<file path="config.mk">
export PLATFORM = sky130hd
export DESIGN_NAME = pt_walker
export DESIGN_NICKNAME = d
export VERILOG_FILES = /design/src/rtl/pt_walk_pkg.sv /design/src/rtl/pt_va_split.sv /design/src/rtl/pt_entry_addr.sv /design/src/rtl/pt_entry_decode.sv /design/src/rtl/pt_walk_ctrl.sv /design/src/rtl/pt_walker.sv
export SDC_FILE = /design/constraint.sdc
export NUM_CORES = 1
export LEC_CHECK = 0
export ABC_AREA = 1
export BUFFER_PORTS_ARGS = -buffer_cell sky130_fd_sc_hd__buf_2
export CAP_MARGIN = 25
export CORE_MARGIN = 2
export CORE_UTILIZATION = 57
export DETAILED_ROUTE_END_ITERATION = 6
export PLACE_DENSITY = 0.94
export REMOVE_ABC_BUFFERS = 1
export SLEW_MARGIN = 20
export SYNTH_ARGS = -nofsm -noshare
export SYNTH_HDL_FRONTEND = slang
export SYNTH_HIERARCHICAL = 1
export SYNTH_SLANG_ARGS = --single-unit
export TNS_END_PERCENT = 5
</file>
<file path="constraint.sdc">
create_clock -name clk -period 7.2 [get_ports clk]
set_clock_uncertainty 0.2 [all_clocks]
set_input_delay 1.44 -clock clk [delete_from_list [all_inputs] [get_ports clk]]
set_output_delay 1.44 -clock clk [all_outputs]
set_load 0.03 [all_outputs]
</file>
<file path="src/rtl/pt_walk_pkg.sv">
// Package: shared types for the page table walker.
// Assumes: nothing beyond SystemVerilog enum support.
package pt_walk_pkg;

    // Walk sequencing states.
    typedef enum logic [1:0] {
        ST_IDLE  = 2'd0,
        ST_OUTER = 2'd1,
        ST_INNER = 2'd2,
        ST_DONE  = 2'd3
    } walk_state_t;

    // Fault level encoding reported to the requester.
    typedef enum logic {
        LVL_OUTER = 1'b0,
        LVL_INNER = 1'b1
    } fault_level_t;

endpackage

</file>
<file path="src/rtl/pt_va_split.sv">
// Module: pt_va_split
// Cuts a logical address into upper index, lower index and page offset.
// Assumes: OUTER_W + OFF_W < VA_W so the lower index is at least one bit.
module pt_va_split #(
    parameter int VA_W    = 32,
    parameter int OFF_W   = 10,
    parameter int OUTER_W = 12,
    localparam int INNER_W = VA_W - OFF_W - OUTER_W
) (
    input  logic [VA_W-1:0]    vaddr,
    output logic [OUTER_W-1:0] outer_idx,
    output logic [INNER_W-1:0] inner_idx,
    output logic [OFF_W-1:0]   offset
);

    // Field extraction: upper bits index the top table, middle bits the second.
    always_comb begin
        outer_idx = vaddr[VA_W-1 -: OUTER_W];
        inner_idx = vaddr[OFF_W +: INNER_W];
        offset    = vaddr[OFF_W-1:0];
    end

endmodule

</file>
<file path="src/rtl/pt_entry_addr.sv">
// Module: pt_entry_addr
// Forms the byte address of a table entry from a frame base and an index.
// Assumes: entries are ENTRY_W/8 bytes, a power of two; tables start on a frame.
module pt_entry_addr #(
    parameter int PA_W    = 32,
    parameter int OFF_W   = 10,
    parameter int IDX_W   = 12,
    parameter int ENTRY_W = 32,
    localparam int FRAME_W     = PA_W - OFF_W,
    localparam int ENTRY_BYTES = ENTRY_W / 8,
    localparam int ENTRY_SHIFT = $clog2(ENTRY_BYTES)
) (
    input  logic [FRAME_W-1:0] base,
    input  logic [IDX_W-1:0]   idx,
    output logic [PA_W-1:0]    addr
);

    logic [PA_W-1:0] base_bytes;
    logic [PA_W-1:0] idx_bytes;

    // Frame base in bytes plus index scaled by the entry size.
    always_comb begin
        base_bytes = {base, {OFF_W{1'b0}}};
        idx_bytes  = PA_W'(idx) << ENTRY_SHIFT;
        addr       = base_bytes + idx_bytes;
    end

endmodule

</file>
<file path="src/rtl/pt_entry_decode.sv">
// Module: pt_entry_decode
// Splits a returned table entry into its valid flag and frame number.
// Assumes: frame number occupies the top FRAME_W bits of the entry.
module pt_entry_decode #(
    parameter int ENTRY_W   = 32,
    parameter int FRAME_W   = 22,
    parameter int VALID_BIT = 0
) (
    input  logic [ENTRY_W-1:0] entry,
    output logic               valid,
    output logic [FRAME_W-1:0] frame
);

    logic unused_entry_bits;

    // Field pick; the bits between flag and frame carry no meaning here.
    always_comb begin
        valid             = entry[VALID_BIT];
        frame             = entry[ENTRY_W-1 -: FRAME_W];
        unused_entry_bits = ^entry;
    end

endmodule

</file>
<file path="src/rtl/pt_walk_ctrl.sv">
// Module: pt_walk_ctrl
// Sequences the walk: accept, top read, second read, respond.
// Assumes: memory answers each accepted read exactly once, one cycle wide.
module pt_walk_ctrl
    import pt_walk_pkg::*;
(
    input  logic clk,
    input  logic rst_n,
    input  logic req_valid,
    output logic req_ready,
    output logic rsp_valid,
    input  logic rsp_ready,
    output logic mem_req_valid,
    input  logic mem_req_ready,
    input  logic mem_rsp_valid,
    input  logic entry_valid,
    output logic accept,
    output logic outer_load,
    output logic inner_load,
    output logic fault_load,
    output logic at_inner
);

    walk_state_t state_q, state_d;
    logic        sent_q, sent_d;
    logic        reading;
    logic        rsp_take;

    // Decode of the current state into handshake and load strobes.
    always_comb begin
        reading       = (state_q == ST_OUTER) || (state_q == ST_INNER);
        at_inner      = (state_q == ST_INNER);
        req_ready     = (state_q == ST_IDLE);
        rsp_valid     = (state_q == ST_DONE);
        mem_req_valid = reading && !sent_q;
        accept        = req_ready && req_valid;
        rsp_take      = reading && sent_q && mem_rsp_valid;
        outer_load    = rsp_take && !at_inner && entry_valid;
        inner_load    = rsp_take && at_inner && entry_valid;
        fault_load    = rsp_take && !entry_valid;
    end

    // Next-state and read-pending flag computation.
    always_comb begin
        state_d = state_q;
        sent_d  = sent_q;
        if (mem_req_valid && mem_req_ready) begin
            sent_d = 1'b1;
        end
        case (state_q)
            ST_IDLE: begin
                if (accept) begin
                    state_d = ST_OUTER;
                    sent_d  = 1'b0;
                end
            end
            ST_OUTER: begin
                if (outer_load) begin
                    state_d = ST_INNER;
                    sent_d  = 1'b0;
                end else if (fault_load) begin
                    state_d = ST_DONE;
                end
            end
            ST_INNER: begin
                if (inner_load || fault_load) begin
                    state_d = ST_DONE;
                end
            end
            default: begin
                if (rsp_ready) begin
                    state_d = ST_IDLE;
                end
            end
        endcase
    end

    // State registers with synchronous active-low reset.
    always_ff @(posedge clk) begin
        if (!rst_n) begin
            state_q <= ST_IDLE;
            sent_q  <= 1'b0;
        end else begin
            state_q <= state_d;
            sent_q  <= sent_d;
        end
    end

    // an accepted read is followed by no new request in the next cycle.
    a_r7_one_read: assert property (@(posedge clk) disable iff (!rst_n)
        (mem_req_valid && mem_req_ready) |=> !mem_req_valid);

    // an unaccepted read request stays raised.
    a_r7_req_hold: assert property (@(posedge clk) disable iff (!rst_n)
        (mem_req_valid && !mem_req_ready) |=> mem_req_valid);

    // input assumption: memory data only arrives for a pending read.
    a_r7_rsp_expected: assert property (@(posedge clk) disable iff (!rst_n)
        mem_rsp_valid |-> (reading && sent_q));

    // idle never overlaps a pending result or a table read.
    a_r8_idle_only: assert property (@(posedge clk) disable iff (!rst_n)
        req_ready |-> (!rsp_valid && !mem_req_valid));

    // an unaccepted result stays presented.
    a_r9_done_hold: assert property (@(posedge clk) disable iff (!rst_n)
        (rsp_valid && !rsp_ready) |=> rsp_valid);

    // a taken result returns the walker to idle.
    a_r9_release: assert property (@(posedge clk) disable iff (!rst_n)
        (rsp_valid && rsp_ready) |=> req_ready);

endmodule

</file>
<file path="src/rtl/pt_walker.sv">
// Module: pt_walker (top)
// Two-level page table walker with a single-outstanding table read port.
// Assumes: the top table is contiguous from frame req_root; memory returns
// one response per accepted read.
module pt_walker
    import pt_walk_pkg::*;
#(
    parameter int VA_W      = 32,
    parameter int PA_W      = 32,
    parameter int OFF_W     = 10,
    parameter int OUTER_W   = 12,
    parameter int ENTRY_W   = 32,
    parameter int VALID_BIT = 0,
    localparam int FRAME_W  = PA_W - OFF_W,
    localparam int INNER_W  = VA_W - OFF_W - OUTER_W,
    localparam int IDX_W    = (OUTER_W > INNER_W) ? OUTER_W : INNER_W
) (
    input  logic               clk,
    input  logic               rst_n,
    input  logic               req_valid,
    output logic               req_ready,
    input  logic [VA_W-1:0]    req_vaddr,
    input  logic [FRAME_W-1:0] req_root,
    output logic               rsp_valid,
    input  logic               rsp_ready,
    output logic [PA_W-1:0]    rsp_paddr,
    output logic               rsp_fault,
    output logic               rsp_fault_level,
    output logic               mem_req_valid,
    input  logic               mem_req_ready,
    output logic [PA_W-1:0]    mem_req_addr,
    input  logic               mem_rsp_valid,
    input  logic [ENTRY_W-1:0] mem_rsp_data
);

    logic [VA_W-1:0]    vaddr_q;
    logic [FRAME_W-1:0] root_q;
    logic [FRAME_W-1:0] next_base_q;
    logic [PA_W-1:0]    paddr_q;
    logic               fault_q;
    fault_level_t       level_q;

    logic [OUTER_W-1:0] outer_idx;
    logic [INNER_W-1:0] inner_idx;
    logic [OFF_W-1:0]   offset;
    logic               entry_valid;
    logic [FRAME_W-1:0] entry_frame;
    logic [FRAME_W-1:0] sel_base;
    logic [IDX_W-1:0]   sel_idx;
    logic               accept, outer_load, inner_load, fault_load, at_inner;

    pt_va_split #(
        .VA_W    (VA_W),
        .OFF_W   (OFF_W),
        .OUTER_W (OUTER_W)
    ) u_split (
        .vaddr     (vaddr_q),
        .outer_idx (outer_idx),
        .inner_idx (inner_idx),
        .offset    (offset)
    );

    pt_entry_decode #(
        .ENTRY_W   (ENTRY_W),
        .FRAME_W   (FRAME_W),
        .VALID_BIT (VALID_BIT)
    ) u_decode (
        .entry (mem_rsp_data),
        .valid (entry_valid),
        .frame (entry_frame)
    );

    // Table and index selection for the level being read.
    always_comb begin
        sel_base = at_inner ? next_base_q : root_q;
        sel_idx  = at_inner ? IDX_W'(inner_idx) : IDX_W'(outer_idx);
    end

    pt_entry_addr #(
        .PA_W    (PA_W),
        .OFF_W   (OFF_W),
        .IDX_W   (IDX_W),
        .ENTRY_W (ENTRY_W)
    ) u_addr (
        .base (sel_base),
        .idx  (sel_idx),
        .addr (mem_req_addr)
    );

    pt_walk_ctrl u_ctrl (
        .clk           (clk),
        .rst_n         (rst_n),
        .req_valid     (req_valid),
        .req_ready     (req_ready),
        .rsp_valid     (rsp_valid),
        .rsp_ready     (rsp_ready),
        .mem_req_valid (mem_req_valid),
        .mem_req_ready (mem_req_ready),
        .mem_rsp_valid (mem_rsp_valid),
        .entry_valid   (entry_valid),
        .accept        (accept),
        .outer_load    (outer_load),
        .inner_load    (inner_load),
        .fault_load    (fault_load),
        .at_inner      (at_inner)
    );

    // Request capture and second-level base from the top entry.
    always_ff @(posedge clk) begin
        if (!rst_n) begin
            vaddr_q     <= '0;
            root_q      <= '0;
            next_base_q <= '0;
        end else begin
            if (accept) begin
                vaddr_q <= req_vaddr;
                root_q  <= req_root;
            end
            if (outer_load) begin
                next_base_q <= entry_frame;
            end
        end
    end

    // Result registers: physical address or fault with its level.
    always_ff @(posedge clk) begin
        if (!rst_n) begin
            paddr_q <= '0;
            fault_q <= 1'b0;
            level_q <= LVL_OUTER;
        end else if (inner_load) begin
            paddr_q <= {entry_frame, offset};
            fault_q <= 1'b0;
            level_q <= LVL_OUTER;
        end else if (fault_load) begin
            paddr_q <= '0;
            fault_q <= 1'b1;
            level_q <= at_inner ? LVL_INNER : LVL_OUTER;
        end
    end

    assign rsp_paddr       = paddr_q;
    assign rsp_fault       = fault_q;
    assign rsp_fault_level = level_q;

    // the read address stays put while memory holds off.
    a_r7_addr_stable: assert property (@(posedge clk) disable iff (!rst_n)
        (mem_req_valid && !mem_req_ready) |=> $stable(mem_req_addr));

    // a waiting result keeps its contents.
    a_r9_rsp_stable: assert property (@(posedge clk) disable iff (!rst_n)
        (rsp_valid && !rsp_ready) |=> ($stable(rsp_paddr) && $stable(rsp_fault)
                                       && $stable(rsp_fault_level)));

    // a failing top entry yields a level-0 fault.
    a_r5_outer_fault: assert property (@(posedge clk) disable iff (!rst_n)
        (fault_load && !at_inner) |=> (rsp_valid && rsp_fault && !rsp_fault_level));

    // a failing second entry yields a level-1 fault.
    a_r6_inner_fault: assert property (@(posedge clk) disable iff (!rst_n)
        (fault_load && at_inner) |=> (rsp_valid && rsp_fault && rsp_fault_level));

    // a good result carries the request offset through unchanged.
    a_r4_offset: assert property (@(posedge clk) disable iff (!rst_n)
        (rsp_valid && !rsp_fault) |-> (rsp_paddr[OFF_W-1:0] == vaddr_q[OFF_W-1:0]));

endmodule

</file>
Word-level counts from Yosys, hierarchy flattened --
Index checks and enable logic that the tools add are counted.
Storage, ports and cells: bits in registers 113, bits of input ports 92, output and inout bits 69
Cells by class: add/subtract/negate cells 1, equality and inequality tests 6, mux-type cells 15, bitwise gates (word level) 1, reductions and logical operators 20
Operator list (number):
- $mux 32 | 2
- $add 32x14->32 | 1
- $mux 22 | 1
- $mux 12 | 1
- $logic_and 1x1->1 | 10
- $mux 2 | 5
- $pmux 2 s3 | 1
- $eq 2x2->1 const B | 2
- $mux 1 | 4
- $ne 2x1->1 const B | 2
- $reduce_and 4->1 | 1
- $reduce_bool 4->1 | 1
- $logic_not 1->1 | 3
- $ne 3x2->1 const B | 1
- $eq 2x1->1 const B | 1
- $logic_not 2->1 | 1
- $logic_or 1x1->1 | 2
- $pmux 1 s2 | 1
- $reduce_bool 2->1 | 1
- $reduce_or 2->1 | 1
- $not 1->1 | 1

Logic depth before layout (Yosys ltp) --
Gate-level depths: netlist of the first run.
depth in word-level cells 9, mapped depth 16

Hierarchy --
Netlist of the first run, hierarchy kept.
Modules (own cells, without submodules):
- pt_walker | instances 1, cells each 585, area each 4251.6 µm²
- pt_entry_addr | instances 1, cells each 160, area each 837.1 µm²
- pt_walk_ctrl | instances 1, cells each 50, area each 311.5 µm²
- pt_va_split | instances 1, cells each 32, area each 240.2 µm²
- pt_entry_decode | instances 1, cells each 23, area each 172.7 µm²

Least setup slack after synthesis of the first run --
No wires, ideal clock.
path type flip-flop to output port, from register u_ctrl.state_q[0], to output port mem_req_addr[16], arrival 2.614 ns, slack 2.946 ns, stages on the path, launching flop included 14, buffers on the path 2, cell sequence dfxtp_1 inv_1 ha_1 buf_2 buf_2 nand2_1 o21ai_0 ha_1 inv_1 fa_1 inv_1 a21oi_2 nor2_1 xor2_1
Between the ends: word-level cells in the longest chain between the ends 3, elaborated cells between the ends (all ways) 4, classes of those cells 1 x add/sub; 1 x eq/ne; 2 x mux
RTL lines:
- start, declared | line pt_walk_ctrl.sv:24 | walk_state_t state_q, state_d;
- start signal, assigned | line pt_walk_ctrl.sv:84 | state_q <= state_d;
- $eq 2x2->1 | line pt_walk_ctrl.sv:32 | at_inner = (state_q == ST_INNER);
- via at_inner | line pt_walker.sv:50 | logic accept, outer_load, inner_load, fault_load, at_inner;
- $mux 12 | line pt_walker.sv:76 | sel_idx = at_inner ? IDX_W'(inner_idx) : IDX_W'(outer_idx);
- via sel_idx[8] | line pt_walker.sv:49 | logic [IDX_W-1:0] sel_idx;
- $add 32x14->32 | line pt_entry_addr.sv:25 | addr = base_bytes + idx_bytes;
- end, declared | line pt_walker.sv:31 | output logic [PA_W-1:0] mem_req_addr,
The timed path passes the listed nets, and every way through them passes these cells.

Worst setup path after layout of the first run --
from register u_ctrl.state_q[0], to output port mem_req_addr[20]
The elaborated chain is that of the path after synthesis.

==> results of run 1 <==
==> layout make-up <==
class	count	area, um2
Tap cell	133	166.4
Inverter	69	259.0
Clock inverter	14	177.7
Sequential cell	113	2262
Clock buffer	18	427.9
Multi-Input combinational cell	564	2582
Timing Repair Buffer	155	810.8
Fill cell	863	3133
==> flip-flops by register name, summed over array words and instances, names as in the netlist <==
name	flops
rsp_paddr	32
vaddr_q	32
next_base_q	22
root_q	22
u_ctrl/state_q	2
rsp_fault	1
rsp_fault_level	1
u_ctrl/sent_q	1
==> power by group through the flow <==
| stage | sequential [uW] | clock (uW) | combinational (uW) |
|---|---|---|---|
| after floorplan | 760 | 0 | 556 |
| after global placement | 764 | 0 | 765 |
| after detailed placement | 769 | 0 | 782 |
| after CTS | 756 | 861 | 786 |
| after global routing | 767 | 893 | 890 |
| final | 757 | 851 | 796 |
==> per-layer routing <==
metal	up-vias	wire, um	part of all wire [%]	GRT usage [%]
met4	0	187	1.4	8.952
met2	148	6896	50	44.02
li1	2723	-	-	-
met1	2405	5938	43	30.14
met5	-	0	0	0
met3	15	682	5.0	5.989
==> metrics by stage <==
stage | total power [uW] | setup WS [ps]
6_report | 2404 | 2144
3_5_place_dp | 1550 | 2739
2_1_floorplan | 1316 | 2347
4_1_cts | 2403 | 2166
3_3_place_gp | 1529 | 2798
5_1_grt | 2550 | 1830
==> worst max-delay path, delay by kind of cell, from the launching register on <==
kind            cells  cell delay (ps)
compound gates      1              120
buf+inv             5             1000
flops               1              320
simple gates        7              640
fa+ha+maj           3              800
==> logic make-up (layout without fill, tap and decap cells) <==
kind of cell	count (synthesis)	after routing	share of synthesized area, %
fa+ha+maj	9	9	2.066
other cells	1	2	0.06451
compound gates	150	150	13.19
simple gates	395	395	27.74
buf+inv	174	256	16.81
xor+xnor	8	8	1.205
flops	113	113	38.92
==> cell usage after synthesis <==
master / n / area, um2
a21boi_0: 1 / 7.510
a21oi_1: 34 / 170.2
a21oi_2: 1 / 8.760
a31oi_1: 1 / 6.260
and2_1: 1 / 6.260
buf_2: 14 / 70.07
buf_4: 69 / 518.0
buf_6: 5 / 56.30
clkbuf_1: 11 / 41.29
clkbuf_2: 5 / 25.02
clkbuf_4: 1 / 7.510
clkinv_1: 1 / 3.750
conb_1: 1 / 3.750
dfxtp_1: 113 / 2262
fa_1: 1 / 20.02
ha_1: 8 / 100.1
inv_1: 65 / 244.0
inv_2: 3 / 11.26
nand2_1: 172 / 645.6
nand2_2: 8 / 50.05
nand3_1: 8 / 40.04
nand3_2: 3 / 30.03
nand3b_1: 6 / 45.04
nand4_1: 6 / 37.54
nor2_1: 180 / 675.7
nor2_2: 6 / 37.54
nor2_4: 3 / 33.78
nor3_1: 1 / 5.000
o211ai_1: 1 / 7.510
o21ai_0: 102 / 510.5
o21ai_1: 9 / 45.04
o21bai_2: 1 / 11.26
or2_1: 1 / 6.260
xnor2_1: 4 / 35.03
xor2_1: 4 / 35.03
==> path summary, 6_finish.rpt <==
| kind | start | end | slack [ps] | cells after the start |
|---|---|---|---|---|
| min | rsp_paddr[17]$_SDFFE_PN0P_ | rsp_paddr[17]$_SDFFE_PN0P_ | 260 | 2 |
| max | u_ctrl/state_q[0]$_SDFFE_PN0P_ | mem_req_addr[20] | 2140 | 16 |
| max reg2reg | u_ctrl/state_q[0]$_SDFFE_PN0P_ | next_base_q[5]$_SDFFE_PN0P_ | 4480 | 10 |
| min reg2reg | rsp_paddr[17]$_SDFFE_PN0P_ | rsp_paddr[17]$_SDFFE_PN0P_ | 260 | 2 |
==> flow_metrics.tcl, run 1 <==
set metrics [dict create \
    antenna_found_initial 0 \
    pwr-share-seq_pct 31.5 \
    cpMaxStageDelayCell "buf_4" \
    fin_util_pct 68.09 \
    dr.pass1.iters 5 \
    wl_per_cell_um 12.86 \
    swShare_pct 38.13 \
    hold_path.class "reg2reg" \
    die_y_um 105.0 \
    status "complete, no violations" \
    period_needed_ps 5056 \
    setup_viol 0 \
    track_usage_pct 25.22 \
    clock-sinks 113 \
    fmax_mhz 197.8 \
    ys_ff_latch 113 \
    dp_cells 1033 \
    crit_fanout 70 \
    syn_area_per_cell_um2 6.839 \
    area.growth.synth_to_final_pct 15.02 \
    final_nets 1021 \
    grt_max_degree 81 \
    hold_buffers 0 \
    p_comb_share_pct 33.1 \
    post-cts-setup-buffer-count 0 \
    cts_max_level 4 \
    leakagePower_uw 0.003092 \
    slew_violations 0 \
    cts_buffers 17 \
    clock_path_buffers 2 \
    ant_nets 0 \
    finalNonFillerCells 1066 \
    wirelength_um 13710 \
    crit_chain "inv_1 > ha_2 > buf_4 > nand2_1 > o21ai_0 > ha_1 > inv_1 > fa_1 > inv_1 > nand2_1 > nand3_2 > nand2_1 > nor2_1 > nand2_1 > nand2_1 > buf_2" \
    n_antenna_cell 0 \
    cts-root-buf "clkbuf_8" \
    cp_common_cell "nand2_1" \
    clock_latency_ps 510 \
    slew_headroom_pct 47.24 \
    rsz0062_at_grt "no" \
    power_frac_clock_pct 35.4 \
    final_common_cell "nor2_1" \
    mostFrequentLayoutCells "nor2_1 (179), nand2_1 (172), buf_2 (149)" \
    syn_inst 850 \
    viasPerCell 4.963 \
    numPortBuffers 149 \
    intPower_uw 1487 \
    critPathCaptureType "output pin" \
    gp_congestion 0.8769 \
    grt_pass1_vias 4927 \
    dieArea_um2 11020 \
    worstPathArrival_ps 3420 \
    synth_cell_types 35 \
    num_rows 36 \
    start_kind "register" \
    synth.cell_area_um2 5813 \
    period_share_pct 70.22 \
    worst_slew_pin_slew_ps 789.5 \
    path_clk_slew_ps 60 \
    final.setup.tns_ps 0 \
    num_io_pins 161 \
    maxCapViolCount 0 \
    drive_above_1_share_pct 22.94 \
    crit_type "reg2out" \
    first_iter_violations 256 \
    p_sw_uw 916.7 \
    place_area_um2 6053 \
    grt_remaining_overflow 0 \
    hold-worst-slack_ps 256.7 \
    hpwl_um 8997 \
    fin_area_um2 6686 \
    die_width_um 105.0 \
    synth_warnings 6 \
    pwr_density_cell_nw_per_um2 359.5 \
    max_stage_delay_ps 520 \
    ir_drop_mv 0.2704 \
    cts_resized 0 \
    coreArea_um2 9819 \
    cts_tree "yes" \
    hold_viol 0 \
    start_util_pct 59.20 \
    vias 5291 \
    drc 0 \
    required_ps 5560 \
    grt_pass1_wl_um 22430 \
    yosysSeqAreaShare_pct 38.92 \
]
No activity file was read; power rests on OpenSTA's default activity.
==> inputs of run 2 (changes only) <==
Settings changed: ABC_AREA 1 to 0, CORE_UTILIZATION 57 to 53, PLACE_DENSITY 0.94 to 0.88.
Clock period 7.2 ns to 4.9 ns, I/O delays scaled along.
==> run 2 against run 1 <==
Final cell count fell by 23%. Routed wire length fell by 0.69%. Critical path type unchanged. Final area rose by 1.9%. Worst hold slack improved by 0.76 ps. Largest power group unchanged. Via count fell by 17%. Largest cell class unchanged.
==> flow_metrics.tcl, run 2 <==
set metrics [dict create \
    status "complete, no violations" \
    n_antenna_cell 0 \
    synth_commonest_cells "dfxtp_1 (113), nor2b_1 (81), mux2i_1 (79)" \
    hpwl_um 9094 \
    cts-root-buf "clkbuf_16" \
    dr.pass1.iters 4 \
    reg2regPathDepth 7 \
    clock-sinks 113 \
    final_common_cell "buf_2" \
    setup_viol 0 \
    slew_headroom_pct 31.58 \
    worst_slew_pin_slew_ps 1026 \
    gp_congestion 0.7730 \
    first_iter_violations 221 \
    post-cts-setup-buffer-count 0 \
    fmax_mhz 218.4 \
    crit_fanout 13 \
    wl_per_cell_um 16.52 \
    ant_nets 0 \
    syn_area_per_cell_um2 9.947 \
    grt_pass1_wl_um 20960 \
    yosysSeqAreaShare_pct 37.84 \
    grt_max_degree 82 \
    cts_resized 0 \
    slew_violations 0 \
    die_y_um 110.2 \
    num_io_pins 161 \
    start_util_pct 54.67 \
    grt_pass1_vias 4377 \
    area.growth.synth_to_final_pct 14.00 \
    drive_above_1_share_pct 33.33 \
    cp-startpoint "u_ctrl/state_q[0]$_SDFFE_PN0P_" \
    cts_tree "yes" \
    period_share_pct 93.46 \
    yosys.cell_count.top_type "dfxtp_1" \
    required_ps 3720 \
    die_width_um 110.2 \
    mostFrequentLayoutCells "buf_2 (149), dfxtp_1 (113), nor2b_1 (81)" \
    synth_warnings 6 \
    place_area_um2 6128 \
    pwr_density_cell_nw_per_um2 509.9 \
    synth_cell_types 40 \
    synth.cell_area_um2 5978 \
    synth_flop_cell "dfxtp_1" \
    leakagePower_uw 0.002876 \
    hold_buffers 0 \
    yosysTopAreaCell "dfxtp_1" \
    rr_endpoint "rsp_paddr[2]$_SDFFE_PN0P_" \
    ir_drop_mv 0.4574 \
    num_rows 38 \
    synth_async_sr_flop_share_pct 0 \
    final.fill_count 903 \
    worstPathArrival_ps 3400 \
    drc 0 \
    numPortBuffers 149 \
    start_kind "register" \
    seq_area_um2 2262 \
    syn_inst 601 \
    endpoint "mem_req_addr[26]" \
    clock_path_buffers 2 \
    hold_viol 0 \
    synth_edf_count 0 \
    rsz0062_at_grt "no" \
    antenna_found_initial 0 \
    cts_max_level 4 \
    path_clk_slew_ps 50 \
    multi_input_area_um2 2873 \
    track_usage_pct 22.83 \
    viasPerCell 5.309 \
    wirelength_um 13610 \
    crit_type "reg2out" \
    final_nets 772 \
    fin_area_um2 6815 \
    cts_buffers 17 \
    yosys.area.top_type_share_pct 37.84 \
    min_path_cells 2 \
    maxCapViolCount 0 \
    coreArea_um2 10940 \
    dieArea_um2 12150 \
    period_needed_ps 4579 \
    r2r_slack_ps 1720 \
    vias 4375 \
    r2r-start "u_ctrl/state_q[0]$_SDFFE_PN0P_" \
    clock_latency_ps 410 \
    ys_ff_latch 113 \
    synthTopCellsByArea "dfxtp_1 (38%), mux2i_1 (13%), buf_4 (8.7%), nor2b_1 (8.5%), mux2_2 (4.7%)" \
    critPathCaptureType "output pin" \
    hold_path.class "reg2reg" \
    final.setup.tns_ps 0 \
    grt_remaining_overflow 0 \
]
run 2: logic make-up after synthesis:
group / Yosys count / share of synthesized area, %
muxes: 111 / 19.69
AOI/OAI and AO/OA: 47 / 4.521
xor gates and xnor gates: 19 / 2.784
buffers and inverters: 112 / 14.55
DFF: 113 / 37.84
other: 1 / 0.06273
and+or+nand+nor: 189 / 18.54
adders and majority gates: 9 / 2.009
run 2: where the power goes:
| group | leakage [uW] | switching [uW] | internal (uW) |
|---|---|---|---|
| clock network | 0.000336 | 421 | 1000 |
| logic | 0.00162 | 574 | 411 |
| registers | 0.000919 | 52.9 | 1010 |
run 2: critical path, stage by stage (launching register included):
cell,delay [ps]
dfxtp_1,340
inv_1,90
ha_2,430
mux2_2,240
ha_1,180
inv_1,60
fa_1,410
nor2b_1,160
o31a_1,430
nand3_1,150
xnor2_1,240
buf_2,240
run 2: metrics by stage:
step	cells	util, %	power (uW)	worst slack [ps]	hold WS, ps
after floorplan	499	-	1820	286.3	251.8
after detailed placement	792	56.04	2064	714.2	249.6
final	824	62.32	3475	320.7	257.5
after global routing	824	62.32	3616	140.2	293.5
after global placement	791	55.90	2021	776.0	241.0
after CTS	824	62.32	3500	244.9	260.6
run 2: final cells by class:
class,instances,share of cell area [%]
clock buffers,22,7.105
clock inverters,10,2.974
inverters,9,0.5140
multi-input cells,377,42.15
flip-flops and latches,113,33.19
well taps,140,2.570
repair buffers,153,11.49
run 2: worst min-delay path by stage:
| stage | from | to | slack (ps) |
|---|---|---|---|
| floorplan | vaddr_q[0]$_SDFFE_PN0P_ | rsp_paddr[0]$_SDFFE_PN0P_ | 250 |
| global placement | rsp_fault$_SDFFE_PP0P_ | rsp_fault$_SDFFE_PP0P_ | 240 |
| detailed placement | rsp_paddr[29]$_SDFFE_PN0P_ | rsp_paddr[29]$_SDFFE_PN0P_ | 250 |
| CTS | rsp_paddr[29]$_SDFFE_PN0P_ | rsp_paddr[29]$_SDFFE_PN0P_ | 260 |
| global route | rsp_paddr[16]$_SDFFE_PN0P_ | rsp_paddr[16]$_SDFFE_PN0P_ | 290 |
| finish | rsp_fault$_SDFFE_PP0P_ | rsp_fault$_SDFFE_PP0P_ | 260 |
run 2: metal layers:
metal | track usage, % | up-vias | part of all wire (%)
met5 | 0 | - | 0
met4 | 11.34 | 0 | 2.8
met3 | 6.820 | 34 | 5.7
met2 | 39.31 | 144 | 49
met1 | 25.61 | 2096 | 43
li1 | - | 2101 | -
==> inputs of run 3 (changes only) <==
--- a/config.mk
+++ b/config.mk
@@ -10,12 +10,11 @@
 export CAP_MARGIN = 25
 export CORE_MARGIN = 2
-export CORE_UTILIZATION = 53
+export CORE_UTILIZATION = 25
 export DETAILED_ROUTE_END_ITERATION = 6
-export PLACE_DENSITY = 0.88
+export PLACE_DENSITY = 0.53
 export REMOVE_ABC_BUFFERS = 1
 export SLEW_MARGIN = 20
 export SYNTH_ARGS = -nofsm -noshare
 export SYNTH_HDL_FRONTEND = slang
-export SYNTH_HIERARCHICAL = 1
 export SYNTH_SLANG_ARGS = --single-unit
 export TNS_END_PERCENT = 5
==> constraint.sdc (replaced) <==
create_clock -name clk -period 4.9 [get_ports clk]
set_clock_uncertainty 0.2 [all_clocks]
set_input_delay 0.98 -clock clk [delete_from_list [all_inputs] [get_ports clk]]
set_output_delay 0.98 -clock clk [all_outputs]
set_load 0.01 [all_outputs]
==> run 3 against run 2 <==
Clock-buffer cell count fell by 3. Routed wire length rose by 16%. Sequential power barely moved. Non-clock buffer count rose by 3.
==> flow_metrics.tcl, run 3 <==
set metrics [dict create \
    leakagePower_uw 0.002819 \
    slew_headroom_pct 44.81 \
    start_kind "register" \
    clock-sinks 113 \
    hpwl_um 10490 \
    cts_tree "yes" \
    ant_nets 0 \
    wl_per_cell_um 15.10 \
    cts_max_level 4 \
    met3_usage_pct 4.217 \
    wirelength_um 15780 \
    final_nets 859 \
    drc 0 \
    drive_above_1_share_pct 29.22 \
    num_rows 53 \
    synthMuxAreaShare_pct 6.241 \
    numPortBuffers 149 \
    viasPerCell 4.483 \
    multi_input_area_um2 2958 \
    required_ps 3720 \
    grt_pass1_vias 4539 \
    antenna_found_initial 1 \
    worstPathArrival_ps 3440 \
    cts-root-buf "clkbuf_16" \
    path_clk_slew_ps 50 \
    area.growth.synth_to_final_pct 29.94 \
    synth.cell_area_um2 5433 \
    cts_buffers 17 \
    synth_async_sr_flop_share_pct 0 \
    setup_ws_ps 278.2 \
    dr.pass1.iters 4 \
    n_antenna_cell 0 \
    yosys.area.top_type_share_pct 41.64 \
    vias 4685 \
    post-cts-setup-buffer-count 0 \
    cts_resized 0 \
    start_util_pct 25.68 \
    yosys.cell_count.top_type "nand2_1" \
    synth_edf_count 0 \
    cp-startpoint "u_ctrl.state_q[0]$_SDFFE_PN0P_" \
    grt_pass1_wl_um 24450 \
    pwr_density_cell_nw_per_um2 450.2 \
    slew_violations 0 \
    first_iter_violations 142 \
    track_usage_pct 14.02 \
    hold_viol 0 \
    hold_path.class "reg2reg" \
    synth_cell_types 54 \
    syn_area_per_cell_um2 8.706 \
    mostFrequentLayoutCells "nand2_1 (167), buf_2 (148), dfxtp_1 (113)" \
    final.fill_count 2287 \
    syn_inst 624 \
    endpoint "mem_req_addr[20]" \
    clock_path_buffers 2 \
    ys_ff_latch 113 \
    gp_congestion 0.7395 \
    ir_drop_mv 0.1952 \
    final_common_cell "nand2_1" \
    dieArea_um2 22930 \
    synth_flop_cell "dfxtp_1" \
    r2r-start "u_ctrl.state_q[0]$_SDFFE_PN0P_" \
    grt_util_met2_pct 23.73 \
    busiest_layer "met2" \
    reg2regPathDepth 8 \
    worst_slew_pin_slew_ps 824.9 \
    grt_remaining_overflow 0 \
    fmax_mhz 216.4 \
    clock_latency_ps 410 \
    num_io_pins 161 \
    crit_fanout 9 \
    seq_area_um2 2262 \
    yosysTopAreaCell "dfxtp_1" \
    die_y_um 151.4 \
    grtUsageMet1_pct 17.08 \
    max_stage_delay_ps 420 \
    synth_top_family_by_area "simple AND/OR/NAND/NOR gates" \
    synth_warnings 0 \
    hold_buffers 0 \
    yosys.area_share.simple_pct 21.95 \
    grt_max_degree 114 \
    maxCapViolCount 0 \
    synth_compound_area_share_pct 20.11 \
    die_width_um 151.4 \
    rsz0062_at_grt "no" \
    crit_type "reg2out" \
    cpMaxStageDelayCell "o21ai_1" \
    crit_chain "inv_1 > ha_2 > mux2_2 > ha_1 > inv_1 > fa_1 > nor2b_1 > o21ai_1 > a21oi_2 > a31o_2 > o22ai_1 > buf_2" \
    synth_commonest_cells "nand2_1 (168), dfxtp_1 (113), a21boi_0 (74)" \
    synth_fa_ha_area_share_pct 2.441 \
    yosysSeqAreaShare_pct 41.64 \
    critPathCaptureType "output pin" \
    synthTopCellsByArea "dfxtp_1 (42%), nand2_1 (12%), a21boi_0 (10%), a22oi_1 (4.4%), nor2b_1 (4.4%)" \
    status "complete, no violations" \
    dp_slack_ps 715.2 \
    cp_common_cell "inv_1" \
    rr_endpoint "rsp_paddr[18]$_SDFFE_PN0P_" \
    period_share_pct 94.32 \
    setup_viol 0 \
    final.setup.tns_ps 0 \
    synthXorXnorAreaFrac_pct 3.386 \
    period_needed_ps 4622 \
    r2r_slack_ps 1820 \
    coreArea_um2 21150 \
]
run 3: cell types whose count changed after synthesis, sizes merged, moves of 33 or more:
cell and change:
nand3 -36, nand2 +163, a21boi +78, mux2i -62
a22oi +33, buf -82, nor2b -43
run 3: worst min path at each step:
stage,from,depth (start not counted),end
floorplan,next_base_q[20]$_SDFFE_PN0P_,2,next_base_q[20]$_SDFFE_PN0P_
global placement,next_base_q[20]$_SDFFE_PN0P_,2,next_base_q[20]$_SDFFE_PN0P_
detailed placement,next_base_q[20]$_SDFFE_PN0P_,2,next_base_q[20]$_SDFFE_PN0P_
CTS,next_base_q[20]$_SDFFE_PN0P_,2,next_base_q[20]$_SDFFE_PN0P_
global route,next_base_q[20]$_SDFFE_PN0P_,2,next_base_q[20]$_SDFFE_PN0P_
finish,vaddr_q[31]$_SDFFE_PN0P_,2,vaddr_q[31]$_SDFFE_PN0P_
run 3: report_power, final:
group	leakage, uW	internal [uW]	switching [uW]
clock	0.000310	917	458
combinational	0.00159	295	437
sequential	0.000919	1010	65.2
run 3: cell families after synthesis:
group,count (synthesis)
DFF,113
and+or+nand+nor,250
buffers and inverters,51
adders and majority gates,10
muxes,32
AOI/OAI and AO/OA,146
other,1
xor gates and xnor gates,21
run 3: metrics by stage:
step	total power, uW	instance area (um2)	hold WS [ps]	std cells	util [%]
2_1_floorplan	1556	5240	234.7	582	-
3_3_place_gp	1843	6387	241.9	1012	30.19
3_5_place_dp	1846	6387	254.5	1012	30.19
4_1_cts	3244	7039	263.2	1044	33.28
5_1_grt	3375	7059	271.1	1045	33.37
6_report	3178	7059	257.0	1045	33.37
run 3: cell type report:
class	count	area share [%]
Clock buffer	19	6.274
Clock inverter	13	2.960
Inverter	8	0.4254
Multi-Input combinational cell	461	41.90
Sequential cell	113	32.05
Tap cell	275	4.874
Timing Repair Buffer	156	11.52
run 3: critical path, delay by kind of cell, from the launching register on:
family	cells	cell delay [ps]
and+or+nand+nor	1	80
DFF	1	350
buffers and inverters	3	360
adders and majority gates	3	800
muxes	1	370
AOI/OAI and AO/OA	4	1060
run 3: per-layer routing:
layer  vias up  wire length, um
met3        15              780
met4         2              223
met2        88             7706
li1       2390                -
met1      2190             7065
met5         -                7
